--- src/rtl/opfwd_pkg.sv ---
package opfwd_pkg;

  typedef enum logic [1:0] {
    SRC_RF  = 2'b00,
    SRC_ALU = 2'b01,
    SRC_WB  = 2'b10
  } src_sel_e;

  // Priority: r31 never forwards; a stage-2 hit owns the source (forward
  // only if ALU-class); otherwise a writing stage-3 hit forwards.
  function automatic src_sel_e pick_source(
    input logic hit_s2,
    input logic hit_s3,
    input logic is_r31,
    input logic s2_alu,
    input logic s3_writes
  );
    src_sel_e r;
    r = SRC_RF;
    if (!is_r31) begin
      if (hit_s2) begin
        if (s2_alu) r = SRC_ALU;
      end else if (hit_s3 && s3_writes) begin
        r = SRC_WB;
      end
    end
    return r;
  endfunction

endpackage

--- src/rtl/opfwd_select.sv ---
module opfwd_select
  import opfwd_pkg::*;
(
  input  logic       hit_s2,
  input  logic       hit_s3,
  input  logic       is_r31,
  input  logic       s2_alu,
  input  logic       s3_writes,
  output logic [1:0] sel,
  output logic       bypassed,
  output logic       load_blocked
);

  src_sel_e choice;

  always_comb begin
    choice   = pick_source(hit_s2, hit_s3, is_r31, s2_alu, s3_writes);
    sel      = choice;
    bypassed = (choice != SRC_RF);
  end

  // Named event: a stage-2 producer owns this source but cannot forward yet.
  assign load_blocked = hit_s2 && !s2_alu && !is_r31;

  always_comb begin
    a_r5_load_not_forwarded: assert (!(load_blocked && bypassed))
      else $error("R5: source forwarded past a stage-2 load");
  end

endmodule

--- src/rtl/opfwd_mux.sv ---
module opfwd_mux #(
  parameter int DATA_W = 32
) (
  input  logic [1:0]        sel,
  input  logic [DATA_W-1:0] rf_val,
  input  logic [DATA_W-1:0] alu_val,
  input  logic [DATA_W-1:0] wb_val,
  output logic [DATA_W-1:0] out_val
);

  always_comb begin
    unique case (sel)
      2'b01:   out_val = alu_val;
      2'b10:   out_val = wb_val;
      default: out_val = rf_val;
    endcase
  end

endmodule

--- src/rtl/opfwd_bypass_unit.sv ---
module opfwd_bypass_unit #(
  parameter int DATA_W = 32
) (
  input  logic [1:0]        hit_alu,
  input  logic [1:0]        hit_wb,
  input  logic [1:0]        src_is_r31,
  input  logic              alu_makes_result,
  input  logic              wb_writes_reg,
  input  logic [DATA_W-1:0] rf_data_a,
  input  logic [DATA_W-1:0] rf_data_b,
  input  logic [DATA_W-1:0] alu_result,
  input  logic [DATA_W-1:0] wb_value,
  output logic [1:0]        sel_a,
  output logic [1:0]        sel_b,
  output logic              fwd_a,
  output logic              fwd_b,
  output logic [DATA_W-1:0] opnd_a,
  output logic [DATA_W-1:0] opnd_b
);

  localparam int NUM_SRC = 2;

  logic [DATA_W-1:0] rf_vec   [NUM_SRC];
  logic [DATA_W-1:0] opnd_vec [NUM_SRC];
  logic [1:0]        sel_vec  [NUM_SRC];
  logic [NUM_SRC-1:0] fwd_vec;
  logic [NUM_SRC-1:0] load_blocked_vec;

  assign rf_vec[0] = rf_data_a;
  assign rf_vec[1] = rf_data_b;

  for (genvar i = 0; i < NUM_SRC; i++) begin : g_src
    opfwd_select u_sel (
      .hit_s2      (hit_alu[i]),
      .hit_s3      (hit_wb[i]),
      .is_r31      (src_is_r31[i]),
      .s2_alu      (alu_makes_result),
      .s3_writes   (wb_writes_reg),
      .sel         (sel_vec[i]),
      .bypassed    (fwd_vec[i]),
      .load_blocked(load_blocked_vec[i])
    );

    opfwd_mux #(.DATA_W(DATA_W)) u_mux (
      .sel    (sel_vec[i]),
      .rf_val (rf_vec[i]),
      .alu_val(alu_result),
      .wb_val (wb_value),
      .out_val(opnd_vec[i])
    );

    always_comb begin
      a_r1_r31_never_forwarded: assert (!(src_is_r31[i] && fwd_vec[i]))
        else $error("R1: register 31 forwarded");
      a_r7_flag_agrees_select: assert ((sel_vec[i] != 2'b00) == fwd_vec[i] && sel_vec[i] != 2'b11)
        else $error("R7: flag/select mismatch");
      a_r2_alu_data_routed: assert (!(sel_vec[i] == 2'b01) || (opnd_vec[i] == alu_result && hit_alu[i] && alu_makes_result))
        else $error("R2: stage-2 path inconsistent");
      a_r3_wb_data_routed: assert (!(sel_vec[i] == 2'b10) || (opnd_vec[i] == wb_value && hit_wb[i] && wb_writes_reg && !hit_alu[i]))
        else $error("R3: stage-3 path inconsistent");
      a_r6_rf_data_routed: assert (fwd_vec[i] || opnd_vec[i] == rf_vec[i])
        else $error("R6: unforwarded operand differs from register file");
    end
  end

  assign sel_a  = sel_vec[0];
  assign sel_b  = sel_vec[1];
  assign fwd_a  = fwd_vec[0];
  assign fwd_b  = fwd_vec[1];
  assign opnd_a = opnd_vec[0];
  assign opnd_b = opnd_vec[1];

endmodule

--- config.mk ---
export PLATFORM = sky130hd
export DESIGN_NAME = opfwd_bypass_unit
export DESIGN_NICKNAME = d
export VERILOG_FILES = /design/src/rtl/opfwd_pkg.sv /design/src/rtl/opfwd_select.sv /design/src/rtl/opfwd_mux.sv /design/src/rtl/opfwd_bypass_unit.sv
export SDC_FILE = /design/constraint.sdc
export NUM_CORES = 1
export LEC_CHECK = 0
export CAP_MARGIN = 20
export CORE_AREA = 2 2 79 81
export DETAILED_ROUTE_END_ITERATION = 16
export DIE_AREA = 0 0 81 83
export DONT_BUFFER_PORTS = 1
export GPL_TIMING_DRIVEN = 0
export PLACE_DENSITY = 0.43
export SYNTH_ARGS = -nofsm -noshare
export SYNTH_HDL_FRONTEND = slang
export SYNTH_SLANG_ARGS = --single-unit
--- constraint.sdc ---
create_clock -name vclk -period 1.7
set_input_delay 0.34 -clock vclk [all_inputs]
set_output_delay 0.34 -clock vclk [all_outputs]
set_load 0.005 [all_outputs]
==> metrics.md <==
| Metric | Value |
|---|---|
| Routed WL | `about 7300 um` |
| Startpoint types | `primary input` |
| Fin crit period | `about 1.7 ns` |
| Post-synthesis area per instance | `5.69 sq um` |
| Overflow after GRT | `0` |
| Cells after Synth | `237` |
| Initial antenna violation count | `0` |
| Final #Nets | `386` |
| Die H | `slightly above 80 um` |
| Final worst-path cycle share | `1.03` |
| DR iter-0 viols | `55` |
| Filler Cells Inserted | `601` |
| Number of buffers added on ports | `0` |
| Total track usage | `0.178` |
| Headroom to the max-slew limit | `0.799` |
| DRC errors left | `0` |
| Critical Path RT | `1.36 ns` |
| Worst hold path type | `in2out` |
| Status | `finished, violations left` |
| First-pass DRT Iterations | `4` |
| Dpl hpwl | `a little over 5000 um` |
| Antenna cells | `0` |
| Distinct cells, synth | `12` |
| FF/Latch Area | `0 sq um` |
| Hold_ws | `approximately 0.7 ns` |
| Fmax | `573 MHz` |
| Leakage power figure | `between 0.6 and 0.7 nW` |
| Post-synthesis to final-layout area growth | `73.9%` |
| Power Density | `between 200 and 300 nW/um^2` |
| WL/cell | `23.0 um` |
| CP max FO | `8` |
| Failing checks | `setup timing` |
| Pin count of the biggest net entering global routing | `11` |
| RSZ-0062 raised after global routing | `yes` |
| Share of cells above drive strength 1 | `0.645` |
| Final hold vios | `0` |
| Die area | `6720 sq um` |
| Cell area after synthesis | `about 1300 sq um` |
| Vias per cell | `~6.1` |
| GP Congestion | `0.770` |
| Max cap viols | `0` |
| VDD IR-drop max | `around 0.12 mV` |
| Area of the core | `5820 sq um` |
| Initial Utilization | `0.232` |
| Mapped Nets | `approximately 380` |
| Worst Setup End Kind | `primary output` |
| Post-synth top area share | `0.356` |
| IO Pins | `between 200 and 250` |
| Fin worst setup slack | `-0.0464 ns` |
| Vias | `approximately 2,000` |
| Layout clock buffers | `0` |
| Yosys top cell by area | `a22oi_1` |
| Core Util, Final | `0.403` |
| FF+latch count | `0` |
| Crit path DAT | `~1.4 ns` |
| Vias in the first global route | `approximately 1,900` |
| Std-Cell Rows | `28` |
| First-pass GRT wire length | `slightly below 10,000 um` |
| Synth area leaders | `a22oi_1, a21oi_1, nor2_1, buf_2, ha_1` |
| Final setup fails | `47` |
| Worst Tran Pin Value | `~0.30 ns` |
| Sequential area share after synthesis | `0` |
| Final slew viol count | `0` |
| Die width | `81 um` |
| Hold path depth | `1` |
| DRT antenna net count | `0` |
| Synth Warn # | `0` |
| Setup CP Type | `in2out` |
-- synth_stat cells --
cell and n:
a21oi_1 64, a22oi_1 64, and3_1 1, buf_2 20, buf_6 6, ha_1 6, inv_1 3, nand2_1 2
nand3_1 1, nand4bb_1 1, nor2_1 67, or2_2 2
-- critical path: stages --
cell	delay [ns]
nand2_8	0.03
or2_4	0.25
ha_4	0.28
buf_12	0.15
clkbuf_16	0.18
nor2_4	0.04
a21oi_2	0.13
-- timing repair --
| item | 4_1_cts | 5_1_grt |
|---|---|---|
| setup buffers | 4 | 0 |
| hold buffers | 0 | 0 |
| setup endpoints to repair | 64 | 63 |
| pin swaps | 14 | 34 |
| hold endpoints to repair | 0 | 0 |
| gates cloned | 0 | 3 |
| gates resized for setup | 85 | 95 |
-- worst paths after layout --
kind | start | endpoint | slack, ns
worst max-delay path | alu_makes_result | opnd_a[28] | -0.05
worst min-delay path | src_is_r31[0] | sel_a[0] | 0.71
-- metal layers --
layer	wire length, um	global-route usage	vias up	share of wire
met3	491	0.0196	3	0.067
li1	-	-	898	-
met1	2850	0.223	924	0.39
met5	0	0	-	0
met2	3920	0.339	124	0.54
met4	42	0	0	0.0058
-- kinds of logic after synthesis --
logic type,synth area share
AO/OA/AOI/OAI,0.594
AND/OR/NAND/NOR,0.218
buffers and inverters,0.133
adder cells (fa/ha/maj),0.0557
-- per-stage QoR --
step / setup slack [ns] / power, mW / area, sq um / std cells / setup TNS (ns)
6_report: -0.0464 / 0.631 / 2350 / 317 / -0.882
5_1_grt: -0.0922 / 0.682 / 2350 / 317 / -3.98
4_1_cts: -0.0325 / 0.498 / 1880 / 314 / -0.473
3_5_place_dp: -0.283 / 0.392 / 1540 / 312 / -11.54
3_3_place_gp: -0.299 / 0.391 / 1540 / 312 / -11.48
2_1_floorplan: 0.00215 / 0.314 / 1440 / 237 / 0
-- report_power, final --
part | internal (mW) | switching (mW)
Combinational | 0.284 | 0.347
Clock | 0 | 0
Sequential | 0 | 0
-- placed cells by master, fill, tap and decap left out, types with 2 or more instances in the layout --
cell type and count:
buf_12 4, inv_1 2, nor2_4 21, clkbuf_16 3, buf_2 3, buf_8 5, or2_4 2, a22oi_2 17
a21oi_1 3, buf_4 6, ha_4 5, a21oi_2 54, nor2_1 34, a22oi_1 47, buf_6 10, a21oi_4 7
nor2_2 12
-- cell type report --
| cell class | instances | area (sq um) | area share |
|---|---|---|---|
| buffer | 24 | 282 | 0.120 |
| inverter | 3 | 13.8 | 0.00587 |
| multi-input combinational | 208 | 1840 | 0.782 |
| timing repair buffer | 7 | 121 | 0.0517 |
| tap | 75 | 93.8 | 0.0400 |
No activity file was read; power rests on OpenSTA's default activity.
